## src/rtl/sysctl_pkg.sv

```systemverilog
// Package: shared constants, register-select encoding and size-derived
// helper functions for the system control register bank.
// Assumes 32-bit bus data and a word-indexed register map.
package sysctl_pkg;

    localparam int WORD_W = 32;

    // Fixed read-only words and reset values
    localparam logic [WORD_W-1:0] ID_WORD    = 32'h411A_3001;
    localparam logic [WORD_W-1:0] STAT_WORD  = 32'h0010_0000;
    localparam logic [WORD_W-1:0] OSC_RST    = 32'h0100_0048;
    localparam logic [WORD_W-1:0] AUX_RST    = 32'h0007_FEFF;
    localparam logic [WORD_W-1:0] INIT_RST   = 32'h0000_0112;
    localparam logic [WORD_W-1:0] SDRAM_BASE = 32'h0001_1122;
    localparam logic [15:0]       UNLOCK_KEY = 16'hA05F;

    // Word indices the bus decodes
    localparam int IDX_ID      = 0;
    localparam int IDX_OSC     = 2;
    localparam int IDX_CTRL    = 3;
    localparam int IDX_STAT    = 4;
    localparam int IDX_LOCK    = 5;
    localparam int IDX_AUX     = 7;
    localparam int IDX_SDRAM   = 8;
    localparam int IDX_INIT    = 9;
    localparam int IDX_FLG_SET = 12;
    localparam int IDX_FLG_CLR = 13;
    localparam int IDX_NVF_SET = 14;
    localparam int IDX_NVF_CLR = 15;
    localparam int IDX_VOLT_LO = 32;
    localparam int IDX_VOLT_HI = 35;
    localparam int IDX_SPD_LO  = 64;   // byte address 0x100
    localparam int SPD_LIVE    = 32;   // live bytes in the window
    localparam int SPD_SPAN    = 64;   // whole window in words

    // Control register bit positions
    localparam int CTRL_LED   = 0;
    localparam int CTRL_REMAP = 2;
    localparam int CTRL_RESET = 3;

    typedef enum logic [3:0] {
        SEL_NONE,
        SEL_ID,
        SEL_OSC,
        SEL_CTRL,
        SEL_STAT,
        SEL_LOCK,
        SEL_AUX,
        SEL_SDRAM,
        SEL_INIT,
        SEL_FLG_SET,
        SEL_FLG_CLR,
        SEL_NVF_SET,
        SEL_NVF_CLR,
        SEL_VOLT,
        SEL_SPD
    } reg_sel_e;

    // SDRAM register size field from the memory size in MB
    function automatic logic [7:0] sdram_size_code(input int mem_mb);
        if (mem_mb >= 256)      return 8'h10;
        else if (mem_mb >= 128) return 8'h0C;
        else if (mem_mb >= 64)  return 8'h08;
        else if (mem_mb >= 32)  return 8'h04;
        else                    return 8'h00;
    endfunction

    // Presence-detect module-size byte from the memory size in MB
    function automatic logic [7:0] spd_size_byte(input int mem_mb);
        if (mem_mb >= 256)      return 8'd64;
        else if (mem_mb >= 128) return 8'd32;
        else if (mem_mb >= 64)  return 8'd16;
        else if (mem_mb >= 32)  return 8'd4;
        else                    return 8'd2;
    endfunction

endpackage

```

## src/rtl/sysctl_decode.sv

```systemverilog
// Module: sysctl_decode
// Turns a word index into a register select. It also reports whether a
// read and whether a write are defined at that index, and gives the
// presence-detect byte number with a flag for the live part of the window.
// Assumes IDX_W is wide enough to reach the end of the presence-detect window.
module sysctl_decode
    import sysctl_pkg::*;
#(
    parameter int IDX_W = 7
) (
    input  logic [IDX_W-1:0] idx,
    output reg_sel_e         sel,
    output logic             rd_ok,
    output logic             wr_ok,
    output logic             spd_live,
    output logic [4:0]       spd_byte
);

    localparam int SPD_HI = IDX_SPD_LO + SPD_SPAN - 1;

    int unsigned widx;
    int unsigned woff;

    // Purpose: map the word index onto a register select
    always_comb begin
        widx = int'(idx);
        woff = widx - IDX_SPD_LO;
        sel  = SEL_NONE;
        if (widx == IDX_ID)                                   sel = SEL_ID;
        else if (widx == IDX_OSC)                             sel = SEL_OSC;
        else if (widx == IDX_CTRL)                            sel = SEL_CTRL;
        else if (widx == IDX_STAT)                            sel = SEL_STAT;
        else if (widx == IDX_LOCK)                            sel = SEL_LOCK;
        else if (widx == IDX_AUX)                             sel = SEL_AUX;
        else if (widx == IDX_SDRAM)                           sel = SEL_SDRAM;
        else if (widx == IDX_INIT)                            sel = SEL_INIT;
        else if (widx == IDX_FLG_SET)                         sel = SEL_FLG_SET;
        else if (widx == IDX_FLG_CLR)                         sel = SEL_FLG_CLR;
        else if (widx == IDX_NVF_SET)                         sel = SEL_NVF_SET;
        else if (widx == IDX_NVF_CLR)                         sel = SEL_NVF_CLR;
        else if (widx >= IDX_VOLT_LO && widx <= IDX_VOLT_HI)  sel = SEL_VOLT;
        else if (widx >= IDX_SPD_LO && widx <= SPD_HI)        sel = SEL_SPD;
    end

    // Purpose: locate the byte inside the presence-detect window
    always_comb begin
        spd_live = (sel == SEL_SPD) && (woff < SPD_LIVE);
        spd_byte = woff[4:0];
    end

    // Purpose: mark which selects accept each bus direction
    always_comb begin
        unique case (sel)
            SEL_ID, SEL_STAT, SEL_SPD: begin
                rd_ok = 1'b1; wr_ok = 1'b0;
            end
            SEL_FLG_CLR, SEL_NVF_CLR: begin
                rd_ok = 1'b0; wr_ok = 1'b1;
            end
            SEL_NONE: begin
                rd_ok = 1'b0; wr_ok = 1'b0;
            end
            default: begin
                rd_ok = 1'b1; wr_ok = 1'b1;
            end
        endcase
    end

endmodule

```

## src/rtl/sysctl_spd_rom.sv

```systemverilog
// Module: sysctl_spd_rom
// Read-only presence-detect bytes 0..31. Byte 31 is the module size,
// worked out from the MEM_MB parameter. Purely combinational.
module sysctl_spd_rom
    import sysctl_pkg::*;
#(
    parameter int MEM_MB = 128
) (
    input  logic [4:0] byte_idx,
    output logic [7:0] byte_val
);

    localparam logic [7:0] SIZE_BYTE = spd_size_byte(MEM_MB);

    // Purpose: look up one presence-detect byte
    always_comb begin
        unique case (byte_idx)
            5'd0:  byte_val = 8'd128;
            5'd1:  byte_val = 8'd8;
            5'd2:  byte_val = 8'd4;
            5'd3:  byte_val = 8'd11;
            5'd4:  byte_val = 8'd9;
            5'd5:  byte_val = 8'd1;
            5'd6:  byte_val = 8'd64;
            5'd8:  byte_val = 8'd2;
            5'd9:  byte_val = 8'hA0;
            5'd10: byte_val = 8'hA0;
            5'd13: byte_val = 8'd8;
            5'd15: byte_val = 8'd1;
            5'd16: byte_val = 8'h0E;
            5'd17: byte_val = 8'd4;
            5'd18: byte_val = 8'h1C;
            5'd19: byte_val = 8'd1;
            5'd20: byte_val = 8'd2;
            5'd21: byte_val = 8'h20;
            5'd22: byte_val = 8'hC0;
            5'd27: byte_val = 8'h30;
            5'd28: byte_val = 8'h28;
            5'd29: byte_val = 8'h30;
            5'd30: byte_val = 8'h28;
            5'd31: byte_val = SIZE_BYTE;
            default: byte_val = 8'd0;
        endcase
    end

endmodule

```

## src/rtl/sysctl_setclr.sv

```systemverilog
// Module: sysctl_setclr
// Flag register with separate set and clear strobes. Set ORs the data in and
// clear removes the data bits. Assumes the two strobes are never active in
// the same cycle; if they were, clear would win.
module sysctl_setclr #(
    parameter int WIDTH = 32
) (
    input  logic             clk,
    input  logic             rst_n,
    input  logic             set_en,
    input  logic             clr_en,
    input  logic [WIDTH-1:0] data,
    output logic [WIDTH-1:0] q
);

    logic [WIDTH-1:0] set_mask;
    logic [WIDTH-1:0] clr_mask;

    // Purpose: form the set and clear masks from the strobes
    always_comb begin
        set_mask = set_en ? data : '0;
        clr_mask = clr_en ? data : '0;
    end

    // Purpose: update the flags, clearing them on reset
    always_ff @(posedge clk) begin
        if (!rst_n) q <= '0;
        else        q <= (q | set_mask) & ~clr_mask;
    end

endmodule

```

## src/rtl/sysctl_regs.sv

```systemverilog
// Module: sysctl_regs
// Storage for the writable registers: the key-gated oscillators, the lock,
// the control bits with the registered reset pulse, SDRAM, init and both
// flag banks. Assumes wr_en is already qualified by a defined write index.
module sysctl_regs
    import sysctl_pkg::*;
#(
    parameter int MEM_MB = 128
) (
    input  logic              clk,
    input  logic              rst_n,
    input  logic              wr_en,
    input  reg_sel_e          sel,
    input  logic [WORD_W-1:0] wdata,
    output logic [WORD_W-1:0] osc_q,
    output logic [WORD_W-1:0] aux_q,
    output logic [WORD_W-1:0] sdram_q,
    output logic [WORD_W-1:0] init_q,
    output logic [15:0]       lock_q,
    output logic [WORD_W-1:0] flg_q,
    output logic [WORD_W-1:0] nvf_q,
    output logic              led_q,
    output logic              remap_q,
    output logic              rst_pulse_q
);

    localparam logic [WORD_W-1:0] SDRAM_RST =
        SDRAM_BASE | {{(WORD_W-8){1'b0}}, sdram_size_code(MEM_MB)};

    logic unlocked;

    // Purpose: the oscillator writes are open only while the key is held
    always_comb unlocked = (lock_q == UNLOCK_KEY);

    // Purpose: update the plain and key-gated registers
    always_ff @(posedge clk) begin
        if (!rst_n) begin
            osc_q       <= OSC_RST;
            aux_q       <= AUX_RST;
            sdram_q     <= SDRAM_RST;
            init_q      <= INIT_RST;
            lock_q      <= '0;
            led_q       <= 1'b0;
            remap_q     <= 1'b0;
            rst_pulse_q <= 1'b0;
        end else begin
            rst_pulse_q <= 1'b0;
            if (wr_en) begin
                unique case (sel)
                    SEL_OSC:   if (unlocked) osc_q <= wdata;
                    SEL_AUX:   if (unlocked) aux_q <= wdata;
                    SEL_LOCK:  lock_q <= wdata[15:0];
                    SEL_SDRAM: sdram_q <= wdata;
                    SEL_INIT:  init_q <= wdata;
                    SEL_CTRL: begin
                        led_q       <= wdata[CTRL_LED];
                        remap_q     <= wdata[CTRL_REMAP];
                        rst_pulse_q <= wdata[CTRL_RESET];
                    end
                    default: ;
                endcase
            end
        end
    end

    // Purpose: one set/clear flag bank per flag register (0 volatile, 1 non-volatile)
    for (genvar g = 0; g < 2; g++) begin : g_flags
        localparam reg_sel_e SET_SEL = (g == 0) ? SEL_FLG_SET : SEL_NVF_SET;
        localparam reg_sel_e CLR_SEL = (g == 0) ? SEL_FLG_CLR : SEL_NVF_CLR;
        logic [WORD_W-1:0] bank_q;

        sysctl_setclr #(.WIDTH(WORD_W)) u_bank (
            .clk    (clk),
            .rst_n  (rst_n),
            .set_en (wr_en && (sel == SET_SEL)),
            .clr_en (wr_en && (sel == CLR_SEL)),
            .data   (wdata),
            .q      (bank_q)
        );

        if (g == 0) begin : g_vol
            assign flg_q = bank_q;
        end else begin : g_nv
            assign nvf_q = bank_q;
        end
    end

endmodule

```

## src/rtl/sysctl_bank.sv

```systemverilog
// Module: sysctl_bank (top)
// System control register bank on a word-addressed register bus. Reads are
// combinational from bus_addr. Writes take effect at the clock edge where
// bus_wr is high. An access to an index that is not defined for its
// direction is dropped and sets a sticky error flag.
// Assumes ADDR_W >= 9 so that the presence-detect window can be reached.
module sysctl_bank
    import sysctl_pkg::*;
#(
    parameter int ADDR_W = 9,
    parameter int MEM_MB = 128
) (
    input  logic              clk,
    input  logic              rst_n,
    input  logic [ADDR_W-1:0] bus_addr,
    input  logic              bus_wr,
    input  logic              bus_rd,
    input  logic [31:0]       bus_wdata,
    output logic [31:0]       bus_rdata,
    output logic              led_on,
    output logic              remap_ram,
    output logic              reset_req,
    output logic              access_err
);

    localparam int IDX_W = ADDR_W - 2;

    logic [IDX_W-1:0]  word_idx;
    reg_sel_e          sel;
    logic              rd_ok;
    logic              wr_ok;
    logic              spd_live;
    logic [4:0]        spd_byte;
    logic [7:0]        spd_val;
    logic [WORD_W-1:0] osc_q, aux_q, sdram_q, init_q, flg_q, nvf_q;
    logic [15:0]       lock_q;
    logic              led_q, remap_q, rst_pulse_q;
    logic              err_q;
    logic              unused_lo;

    assign word_idx  = bus_addr[ADDR_W-1:2];
    assign unused_lo = ^bus_addr[1:0];

    sysctl_decode #(.IDX_W(IDX_W)) u_decode (
        .idx      (word_idx),
        .sel      (sel),
        .rd_ok    (rd_ok),
        .wr_ok    (wr_ok),
        .spd_live (spd_live),
        .spd_byte (spd_byte)
    );

    sysctl_spd_rom #(.MEM_MB(MEM_MB)) u_spd (
        .byte_idx (spd_byte),
        .byte_val (spd_val)
    );

    sysctl_regs #(.MEM_MB(MEM_MB)) u_regs (
        .clk         (clk),
        .rst_n       (rst_n),
        .wr_en       (bus_wr && wr_ok),
        .sel         (sel),
        .wdata       (bus_wdata),
        .osc_q       (osc_q),
        .aux_q       (aux_q),
        .sdram_q     (sdram_q),
        .init_q      (init_q),
        .lock_q      (lock_q),
        .flg_q       (flg_q),
        .nvf_q       (nvf_q),
        .led_q       (led_q),
        .remap_q     (remap_q),
        .rst_pulse_q (rst_pulse_q)
    );

    // Purpose: choose the read word for the addressed register
    always_comb begin
        bus_rdata = '0;
        if (rd_ok) begin
            unique case (sel)
                SEL_ID:      bus_rdata = ID_WORD;
                SEL_STAT:    bus_rdata = STAT_WORD;
                SEL_OSC:     bus_rdata = osc_q;
                SEL_AUX:     bus_rdata = aux_q;
                SEL_SDRAM:   bus_rdata = sdram_q;
                SEL_INIT:    bus_rdata = init_q;
                SEL_FLG_SET: bus_rdata = flg_q;
                SEL_NVF_SET: bus_rdata = nvf_q;
                SEL_LOCK:    bus_rdata = {15'd0, (lock_q == UNLOCK_KEY), lock_q};
                SEL_SPD:     bus_rdata = spd_live ? {24'd0, spd_val} : '0;
                SEL_CTRL: begin
                    bus_rdata[CTRL_LED]   = led_q;
                    bus_rdata[CTRL_REMAP] = remap_q;
                end
                default:     bus_rdata = '0;
            endcase
        end
    end

    // Purpose: latch any undefined access until reset
    always_ff @(posedge clk) begin
        if (!rst_n)                                       err_q <= 1'b0;
        else if ((bus_wr && !wr_ok) || (bus_rd && !rd_ok)) err_q <= 1'b1;
    end

    assign led_on     = led_q;
    assign remap_ram  = remap_q;
    assign reset_req  = rst_pulse_q;
    assign access_err = err_q;

endmodule

```

## config.mk

```make
export PLATFORM = sky130hd
export DESIGN_NAME = sysctl_bank
export DESIGN_NICKNAME = d
export VERILOG_FILES = /design/src/rtl/sysctl_pkg.sv /design/src/rtl/sysctl_decode.sv /design/src/rtl/sysctl_spd_rom.sv /design/src/rtl/sysctl_setclr.sv /design/src/rtl/sysctl_regs.sv /design/src/rtl/sysctl_bank.sv
export SDC_FILE = /design/constraint.sdc
export NUM_CORES = 1
export LEC_CHECK = 0
export BUFFER_PORTS_ARGS = -buffer_cell sky130_fd_sc_hd__buf_2
export CORE_MARGIN = 10
export CORE_UTILIZATION = 54
export CTS_BUF_LIST = sky130_fd_sc_hd__clkbuf_4
export DETAILED_ROUTE_END_ITERATION = 8
export PLACE_DENSITY = 0.74
export SLEW_MARGIN = 20
export SYNTH_ARGS = -nofsm -noshare
export SYNTH_HDL_FRONTEND = slang
export SYNTH_HIERARCHICAL = 1
export SYNTH_SLANG_ARGS = --single-unit
```

## constraint.sdc

```tcl
create_clock -name clk -period 2.95 [get_ports clk]
set_input_delay 0 -clock clk [delete_from_list [all_inputs] [get_ports clk]]
set_output_delay 0 -clock clk [all_outputs]
set_load 0.05 [all_outputs]
```

==> run summary <==
outcome - finished clean
crit path launch type - input pin
endpoint type of the worst setup path - output port
FF-to-FF path depth - 5
Mapped Area - 10850 um2
wire per inst - 20.87 um
Ys Warns - 6
syn_area_per_cell - 8.908 um2
vias in the first global route - 9991
Worst path max stage delay - 0.63 ns
Tightest Pin Transition - 1.093 ns
Psw - 1.647 mW
num rows - 51
Sw Ratio - 0.2768
routed vias - 10230
die height - 161.8 um
Slew headroom - 0.2703
synth cell count leaders - nand2_1, dfxtp_1, a21oi_1
vias per inst - 6.224
routability cong. - 0.8800
Synth Area in Compound Gates - 0.2709
fill count - 1670
period utilization - 0.9562
dpl ws - 0.2472 ns
Die ar. - 26160 um2
post-synthesis sequential area ratio - 0.3911
Max Cap Viol - 0
Tmin final - 2.821 ns
layout cells sized above 1 - 0.2358
Clk pwr share - 0.406
initial antenna violation count - 1
Leak Pwr - 4.317 nW
Initial Util - 0.5539
ys async rst share - 0
largest net degree at the start of global routing - 149
combinational family with the most area after synthesis - compound AO/OA/AOI/OAI gates
area leader, netlist - dfxtp_1
internal power - 4.303 mW
drt first pass iters - 5
Critical Path Start - bus_addr[6]
Fin. Hold Viols - 0
count leader, synth - nand2_1
clock-pin slew on the worst setup and hold paths - 0.06 ns
Critical Path RT - 2.95 ns
dpl hpwl - 21.55 mm
TritonCTS clock tree - done
Final nets - 1395
min-delay src - bus_wdata[26]
total congestion overflow - 0
area delta synth->final - 15.50%
Antenna Nets Post-Route - 0
ranking of synthesized cells by area - dfxtp_1, nand2_1, a211oi_2
total core area - 19590 um2
Seq cells post-synth - 212
Syn Inst Count - 1218
critical path class - input pin to output port
Post-CTS Setup Bufs - 0
GRT Resource Usage Total - 0.2537
PnR worst setup slack - 0.1292 ns
XOR/XNOR Fraction of Synth Area - 0.0008072
DRC viols - 0
multiplexer share of the synthesized area - 0.07069
synth unique cells - 74
highest clock rate - 354.5 MHz
Pwr Total - 5.950 mW
Max FO, Critical Path - 29
root buffer cell - clkbuf_4
IO buf count - 78
final wirelength - 34.31 mm
Die X-Extent - 161.8 um
# clock sinks - 212
Num CTS Buffers - 56
Top cell by count, worst path - buf_2
Iter 0 DRT Violations - 1075
HP Class - input pin to flip-flop
first-pass GRT wire length - 54.43 mm
RSZ-0062 raised after global routing - no
hold path depth - 3
setup TNS - 0 ns
combinational share of power - 0.112
Ports - 81
Seq pwr share - 0.482
Synth top area share - 0.3911
Finish-stage setup viols - 0
Slowest cell on crit path - nor2b_1
H-tree depth - 2
Synth Area in Adders - 0.006919
Final Skew - 0.03148 ns
clock latency on the worst-skew pair - 0.69 ns
Synth Flop Type - dfxtp_1
EDFF count, synth - 0
Post-Synth Simple-Gate Area - 0.1965
VDD IR max - 0.3125 mV
power density cells - 474.7 nW/um2
Clock Path Buffers - 3
syn nets - 1269
worst-path cell chain - buf_2, nor2_2, nor4bb_1, or3_4, nor2b_1, a22oi_1, nor2_1, a221oi_1, a31oi_1, buf_2
Slew Limit Fails - 0
WP data arrival - 2.82 ns
worst reg2reg startpoint - u_regs/lock_q[15]
placed cells by master, fill, tap and decap left out, types with 5 or more instances in the layout:
master,instances
a211oi_1,5
a211oi_2,61
a21boi_0,54
a21oi_1,93
a221oi_1,13
a222oi_1,10
a22o_1,11
a22oi_1,41
a31oi_1,21
a32o_1,9
buf_12,7
buf_2,77
buf_4,58
clkbuf_4,79
clkinv_1,10
dfxtp_1,212
dlygate4sd3_1,36
ha_1,6
inv_1,6
mux2i_1,71
nand2_1,242
nand2b_1,11
nand3_1,33
nand4_1,19
nor2_1,36
nor2_2,7
nor2b_1,34
nor3_1,6
nor3_4,5
o31ai_1,17
kinds of logic after synthesis:
family	Yosys count
DFF	212
buffers and inverters	118
AOI/OAI and AO/OA	369
and+or+nand+nor	436
adders and majority gates	6
xor gates and xnor gates	1
muxes	76
final cells by class:
type                            instances  area, um2  share of cell area
Inverter                                8      30.03            0.002396
Multi-Input combinational cell        888       5956              0.4752
Tap cell                              265      331.6             0.02646
Clock inverter                         13      53.80            0.004293
Sequential cell                       212       4244              0.3387
Clock buffer                           79      593.1             0.04732
Antenna cell                            1      2.502           0.0001997
Timing Repair Buffer                  178       1321              0.1054
final timing paths:
check,endpoint,slack [ns]
hold reg to reg,u_regs/osc_q[5],0.46
setup reg to reg,u_regs/osc_q[15],1.06
setup / recovery,bus_rdata[14],0.13
hold / removal,u_regs/g_flags[0].u_bank/q[26],0.12
flip-flops by register name, indices dropped and copies added, names as in the netlist, 16 cells and up:
register and cells:
u_regs/aux_q 32, u_regs/g_flags.u_bank/q 64, u_regs/sdram_q 32, u_regs/lock_q 16, u_regs/osc_q 32, u_regs/init_q 32
layer usage:
metal | vias up | track usage | wire length [um] | share of wire
met1 | 4950 | 0.3264 | 14330 | 0.42
li1 | 4715 | - | - | -
met2 | 497 | 0.4086 | 16020 | 0.47
met4 | 0 | 0.09140 | 739 | 0.022
met5 | - | 0 | 0 | 0
met3 | 71 | 0.05688 | 3218 | 0.094
stage by stage:
stage / cells / cell area [um2] / utilization / hold WS [ns]
after floorplan: 1218 / 10850 / - / 0.09247
after global placement: 1515 / 11520 / 0.5880 / 0.2866
after detailed placement: 1515 / 11520 / 0.5880 / 0.2807
after CTS: 1643 / 12530 / 0.6394 / 0.07160
after global routing: 1644 / 12530 / 0.6397 / 0.1051
final: 1644 / 12530 / 0.6397 / 0.1185
worst max-delay path, delay by kind of cell:
| family | cells | cell delay [ns] |
|---|---|---|
| and+or+nand+nor | 5 | 1.81 |
| buffers and inverters | 2 | 0.50 |
| AOI/OAI and AO/OA | 3 | 0.47 |
power by group through the flow:
stage / Sequential, mW / Combinational, mW / Clock (mW)
floorplan: 2.94 / 0.378 / 0
global placement: 2.93 / 0.609 / 0
detailed placement: 2.93 / 0.615 / 0
CTS: 2.87 / 0.655 / 2.46
global route: 2.87 / 0.708 / 2.61
finish: 2.87 / 0.668 / 2.41
what timing repair did:
item	in CTS	in global routing
resized for setup	0	0
hold buffers	36	0
endpoints found under the hold margin	212	0
Power figures use the tool's default switching activity.
